**config.mk**
```make
export PLATFORM = sky130hd
export DESIGN_NAME = acc_xfer_unit
export DESIGN_NICKNAME = d
export VERILOG_FILES = /design/src/rtl/acc_xfer_pkg.sv /design/src/rtl/acc_xfer_decode.sv /design/src/rtl/acc_xfer_cond.sv /design/src/rtl/acc_xfer_store.sv /design/src/rtl/acc_xfer_unit.sv
export SDC_FILE = /design/constraint.sdc
export NUM_CORES = 1
export LEC_CHECK = 0
export BUFFER_PORTS_ARGS = -buffer_cell sky130_fd_sc_hd__buf_2
export CAP_MARGIN = 20
export CORE_MARGIN = 5
export CORE_UTILIZATION = 38
export CTS_CLUSTER_SIZE = 16
export DETAILED_ROUTE_END_ITERATION = 8
export PLACE_DENSITY = 0.81
export SLEW_MARGIN = 10
export SYNTH_ARGS = -nofsm -noshare
export SYNTH_HDL_FRONTEND = slang
export SYNTH_HIERARCHICAL = 1
export SYNTH_SLANG_ARGS = --single-unit
```
**constraint.sdc**
```tcl
create_clock -name clk -period 3 [get_ports clk]
set_input_delay 0.6 -clock clk [delete_from_list [all_inputs] [get_ports clk]]
set_output_delay 0.6 -clock clk [all_outputs]
set_load 0.01 [all_outputs]
```
**src/rtl/acc_xfer_pkg.sv**
```systemverilog
package acc_xfer_pkg;
  localparam int XLEN   = 32;
  localparam int ACC_W  = 40;
  localparam int HI_W   = ACC_W - XLEN;
  localparam int N_ACC  = 8;
  localparam int IDX_W  = $clog2(N_ACC);
  localparam logic [6:0] XFER_OPC = 7'b1100010;

  typedef struct packed {
    logic [3:0] cond;
    logic       hit;
    logic       to_regs;
    logic [3:0] hi_idx;
    logic [3:0] lo_idx;
    logic       sbz_ok;
    logic       acc_ok;
  } dec_t;

  // Condition evaluation over flags {N,Z,C,V}
  function automatic logic cond_eval(input logic [3:0] c, input logic [3:0] f);
    logic n, z, cf, v;
    {n, z, cf, v} = f;
    case (c)
      4'h0: return z;
      4'h1: return !z;
      4'h2: return cf;
      4'h3: return !cf;
      4'h4: return n;
      4'h5: return !n;
      4'h6: return v;
      4'h7: return !v;
      4'h8: return cf && !z;
      4'h9: return !cf || z;
      4'hA: return n == v;
      4'hB: return n != v;
      4'hC: return !z && (n == v);
      4'hD: return z || (n != v);
      4'hE: return 1'b1;
      default: return 1'b0;
    endcase
  endfunction

  function automatic logic [ACC_W-1:0] pack_wr(input logic [XLEN-1:0] hi,
                                               input logic [XLEN-1:0] lo);
    return {hi[HI_W-1:0], lo};
  endfunction

  function automatic logic [XLEN-1:0] sext_hi(input logic [HI_W-1:0] b);
    return {{(XLEN-HI_W){b[HI_W-1]}}, b};
  endfunction
endpackage

```
**src/rtl/acc_xfer_decode.sv**
```systemverilog
module acc_xfer_decode
  import acc_xfer_pkg::*;
(
  input  logic [XLEN-1:0] insn,
  output dec_t            dec
);
  always_comb begin
    dec.cond    = insn[31:28];
    dec.hit     = (insn[27:21] == XFER_OPC);
    dec.to_regs = insn[20];
    dec.hi_idx  = insn[19:16];
    dec.lo_idx  = insn[15:12];
    dec.sbz_ok  = (insn[11:IDX_W] == '0);
    dec.acc_ok  = (insn[IDX_W-1:0] == '0);
  end
endmodule

```
**src/rtl/acc_xfer_cond.sv**
```systemverilog
module acc_xfer_cond
  import acc_xfer_pkg::*;
(
  input  logic [3:0] cond,
  input  logic [3:0] flags,
  output logic       pass
);
  assign pass = cond_eval(cond, flags);
endmodule

```
**src/rtl/acc_xfer_store.sv**
```systemverilog
module acc_xfer_store
  import acc_xfer_pkg::*;
(
  input  logic             clk,
  input  logic             rst,
  input  logic             we,
  input  logic [XLEN-1:0]  hi,
  input  logic [XLEN-1:0]  lo,
  output logic [ACC_W-1:0] acc
);
  always_ff @(posedge clk) begin
    if (rst)     acc <= '0;
    else if (we) acc <= pack_wr(hi, lo);
  end
endmodule

```
**src/rtl/acc_xfer_unit.sv**
```systemverilog
module acc_xfer_unit
  import acc_xfer_pkg::*;
(
  input  logic            clk,
  input  logic            rst,
  input  logic            issue_i,
  input  logic [XLEN-1:0] insn_i,
  input  logic [3:0]      flags_i,
  input  logic            cp_access_i,
  input  logic [XLEN-1:0] src_hi_i,
  input  logic [XLEN-1:0] src_lo_i,
  output logic [3:0]      dst_hi_o,
  output logic [3:0]      dst_lo_o,
  output logic [XLEN-1:0] rd_hi_o,
  output logic [XLEN-1:0] rd_lo_o,
  output logic            rd_we_o,
  output logic            undef_o
);
  dec_t             dec;
  logic             cond_pass;
  logic             legal;
  logic             fire;
  logic             wr_fire;
  logic [ACC_W-1:0] acc_q;

  acc_xfer_decode u_dec (.insn(insn_i), .dec(dec));

  acc_xfer_cond u_cond (.cond(dec.cond), .flags(flags_i), .pass(cond_pass));

  // Named events for the checker
  assign legal   = cp_access_i && dec.sbz_ok && dec.acc_ok;
  assign fire    = issue_i && dec.hit && cond_pass;
  assign wr_fire = fire && legal && !dec.to_regs;

  acc_xfer_store u_acc (
    .clk(clk), .rst(rst), .we(wr_fire),
    .hi(src_hi_i), .lo(src_lo_i), .acc(acc_q)
  );

  assign rd_we_o  = fire && legal && dec.to_regs;
  assign undef_o  = fire && !legal;
  assign dst_hi_o = dec.hi_idx;
  assign dst_lo_o = dec.lo_idx;
  assign rd_lo_o  = acc_q[XLEN-1:0];
  assign rd_hi_o  = sext_hi(acc_q[ACC_W-1:XLEN]);
endmodule

```
Word-level counts from Yosys, hierarchy flattened
Index checks and enable logic that the tools add are counted.
Widths: inputs -> output; s select.

cells by class
  eq/ne operators = 17
  reduce and logical (&&, ||, !) cells = 21
  muxes and demuxes = 1

operators with widths
  kind                number
  $eq 4x4->1 const B  7
  $eq 4x3->1 const B  4
  $pmux 1 s15         1
  $logic_and 1x1->1   10
  $logic_not 9->1     1
  $eq 4x2->1 const B  2
  $eq 7x7->1 const B  1
  $logic_not 1->1     6
  $eq 4x1->1 const B  1
  $logic_not 4->1     1
  $logic_not 3->1     1
  $logic_or 1x1->1    2
  $eq 1x1->1          1
  $ne 1x1->1          1

storage, ports and cells
  bits of input ports = 104
  flip-flop bits (word level) = 40

Longest topological paths before layout
  depth in word-level cells = 6
  depth in mapped cells = 12
  depth with buffers taken out = 8

Modules after synthesis
The synthesis kept the hierarchy.

modules (own cells, without submodules)
  module           instances  area an instance (sq um)  cells each
  acc_xfer_store   1          1457.6                    129
  acc_xfer_unit    1          215.2                     30
  acc_xfer_cond    1          193.9                     28
  acc_xfer_decode  1          147.6                     19

Least setup slack after synthesis
Ideal clock, no wire load.

  path type = input-to-output
  start = input port insn_i[31]
  end = output port rd_we_o
  data arrival time = 1.867 ns
  setup slack = 0.533 ns
  stages on the path = 8
  cell sequence = buf_4 > buf_2 > or2b_1 > o31ai_1 > a211o_1 > a211o_1 > nand3_1 > nor3_1

on the way
  longest elaborated chain between the ends = 5
  elaborated cells between the ends (all ways) = 19
  classes of those cells = eq/ne (14); mux (1); reduce/logical (4)

RTL lines
  what                                 RTL line             source
  from (decl)                          acc_xfer_unit.sv:7   input logic [XLEN-1:0] insn_i,
  $eq 4x4->1 (tied with other cells)   acc_xfer_pkg.sv:23   case (c)
  $pmux 1 s15 (*)                      acc_xfer_pkg.sv:23
  named net cond_pass                  acc_xfer_unit.sv:20  logic cond_pass;
  $logic_and 1x1->1 (*)                acc_xfer_unit.sv:32  assign fire = issue_i && dec.hit && cond_pass;
  $logic_and 1x1->1 (*) (2 in series)  acc_xfer_unit.sv:40  assign rd_we_o = fire && legal && dec.to_regs;
  to (decl)                            acc_xfer_unit.sv:16  output logic rd_we_o,

The timed path passes the listed nets; every way through them passes the cells marked *.

Final worst setup path
  start = input port insn_i[30]
  end = output port rd_we_o

Same word-level chain as after synthesis.

==> impl_metrics.toml <==
[run_status]
outcome = "complete, no violations"

[clock_tree]
cts.clk_slew.worst_paths_ns = 0.07
post_cts_buffers = 0
cts_max_path_buffers = 2
clock_latency_ns = 0.28
cts-htree-levels = 2
numCtsBuffers = 5
root_buffer = "clkbuf_8"
ctsResizeCount = 0
cts_tree = "built"
cts_sinks = 40
cts-hold-fix-buffers = 0

[timing]
hold_violations = 0
setup_viol = 0
layout_min_cycle_time_ns = 2.56
final.setup_skew_ns = 0
fin_crit_sh = 0.852
slew_headroom = 0.543
slew_violations = 0
setup_tns_ns = 0
worst_slew_pin_slew_ns = 0.685
setup_ws_ns = 0.444
grt_setup_unrepaired = "false"
max_freq_ghz = 0.391

[global_routing]
antenna_found_initial = 0
grt_first_pass_wirelength_mm = 7.72
grt_max_degree = 41
grt_pass1_vias = 1760
grt_overflow = 0
grt_usage = 0.131

[power]
intPower_w = 0.000824
p_seq_frac = 0.513
clkPwrFrac = 0.406
max-vdd-ir-drop_mv = 0.249
p_sw_frac = 0.203
power.leakage_nw = 1.24
p_sw_w = 0.000210
pwr-share-comb = 0.081
p_per_area_nw_per_um2 = 410

[routing]
drtPass1Iterations = 4
drc = 0
vias = 1688
dr.first_iter.drc_count = 44
routed_wl_mm = 4.58
detail_route.wl_per_cell_um = 12.2
ant_nets = 0
via_per_inst = 4.50

[yosys]
yosys.cell_types.count = 33
synth.top_cell.area_share = 0.398
syn_area_um2 = 2010
ys_seq_area_frac = 0.398
syn-instance-count = 206
synth-async-reset-ratio = 0
synth_warnings = 6
yosys.area.top_type = "dfxtp_1"
synthFlopType = "dfxtp_1"
avgSynthCellArea_um2 = 9.78
synthesis.nets = 310
synth_seq_cells = 40
synth_top_cells_by_area = "dfxtp_1 (40%), mux2i_1 (20%), buf_4 (14%)"
synth-edff-count = 0

[critical_path]
cpMaxStageDelayCell = "mux2_4"
crit_path_end_kind = "output pin"
reg2regPathDepth = 2
crit_path_end = "rd_we_o"
path_max_fanout = 8
cp-startpoint = "insn_i[30]"
timing_worst_setup_path_type = "primary input to output pin"
critPathBufInv = 2
cp.depth = 8
path_cells = "buf_2 -> mux2_4 -> a21oi_1 -> o211ai_1 -> a211o_1 -> nand3_1 -> nor3_1 -> buf_2"
critPathRequiredTime_ns = 2.40
crit_family = "compound AO/OA/AOI/OAI gates"
worst_r2r_endpoint = "u_acc/acc[39]"
slowest_delay_ns = 0.31
critPathLaunchType = "primary input"
reg2reg_from = "u_acc/acc[39]"
ff2ff_setup_slack_ns = 2.00
cp_data_arrival_time_ns = 1.96
path_common_cell = "buf_2"

[cells_and_area]
area_growth_pct = 25.2
top_regs = "u_acc/acc (40)"
multiInputGateArea_um2 = 822
nFillCells = 509
regArea_um2 = 801
finish.cell_count_without_fillers = 375
largest_reg_flops = 40
regMostFlops = "u_acc/acc"
drive_above_1_share = 0.495
antenna_cells = 0
nets = 408

[placement]
dp_hpwl_mm = 3.63
placed_cells = 367
pre_cts_slack_ns = 0.358
gp_congestion = 0.744
port_buffers = 137

[die]
rows = 26
die_height_um = 82.8
dieArea_um2 = 6860
die_x_um = 82.8
ioPinCount = 178
initial_core_util = 0.392
coreArea_um2 = 5140

[flow_run]
cap_viol_max_count = 0

[worst_hold_path]
hold_class = "flop to flop"
==> cell type report <==
type                    instances  area share
clock buffers                   6      0.0288
flip-flops and latches         40       0.317
inverters                       1     0.00149
well taps                      70      0.0347
repair buffers                139       0.278
clock inverters                 2      0.0139
multi-input cells             117       0.326
==> cell usage in the layout (no fill, tap or decap), types with 3 or more instances in the layout <==
master | synthesis | final
nor2_1 | 42 | 42
nor3_1 | 5 | 4
dfxtp_1 | 40 | 40
clkbuf_8 | 0 | 5
mux2i_1 | 40 | 40
a21oi_1 | 3 | 3
buf_2 | 1 | 137
==> tightest hold or removal path, stage by stage, from the launching register on <==
cell     delay [ns]
dfxtp_1        0.33
mux2i_1        0.06
nor2_1         0.07
==> through the flow <==
step	power [W]	hold WS [ns]	area, um2	util
final	0.00103	0.488	2520	0.491
after global routing	0.00109	0.522	2520	0.491
after CTS	0.00106	0.496	2520	0.491
after detailed placement	0.000627	0.475	2410	0.470
after global placement	0.000623	0.467	2410	0.470
after floorplan	0.000591	0.531	2010	-
==> worst min path at each step <==
stage / slack [ns] / cells after the start / from / end
after floorplan: 0.53 / 2 / u_acc/acc[0] / u_acc/acc[0]
after global placement: 0.47 / 2 / u_acc/acc[26] / u_acc/acc[26]
after global routing: 0.52 / 2 / u_acc/acc[37] / u_acc/acc[37]
final: 0.49 / 2 / u_acc/acc[0] / u_acc/acc[0]
after detailed placement: 0.48 / 2 / u_acc/acc[0] / u_acc/acc[0]
after CTS: 0.50 / 2 / u_acc/acc[0] / u_acc/acc[0]
==> power groups by stage <==
stage / Sequential (W) / Clock [W] / Combinational (W)
5_1_grt: 0.000530 / 0.000465 / 0.0000944
2_1_floorplan: 0.000543 / 0 / 0.0000482
6_report: 0.000530 / 0.000420 / 0.0000835
3_5_place_dp: 0.000543 / 0 / 0.0000839
4_1_cts: 0.000530 / 0.000442 / 0.0000842
3_3_place_gp: 0.000543 / 0 / 0.0000805
==> cells by family (layout without fill, tap and decap cells) <==
group / after synthesis / in the layout / share of synthesized area
mux: 41 / 41 / 0.206
xor+xnor: 2 / 2 / 0.0124
buf+inv: 49 / 148 / 0.197
simple gates: 63 / 63 / 0.148
flops: 40 / 40 / 0.398
compound gates: 11 / 11 / 0.0385
==> layer usage <==
metal  routed length (um)  global-route usage
met1                 1820               0.140
met2                 2250               0.233
met3                  466              0.0594
met4                   40              0.0342
met5                    0                   0
==> synth_stat cells (all sizes together) (2+ instances only) <==
cell type   n
clkbuf      5
nand3       2
mux2i      40
dfxtp      40
nand2       2
buf        43
o211ai      2
a211o       2
nor2b       2
nor2       42
nor3        5
nand2b      2
a21oi       3
Power figures use the tool's default switching activity.
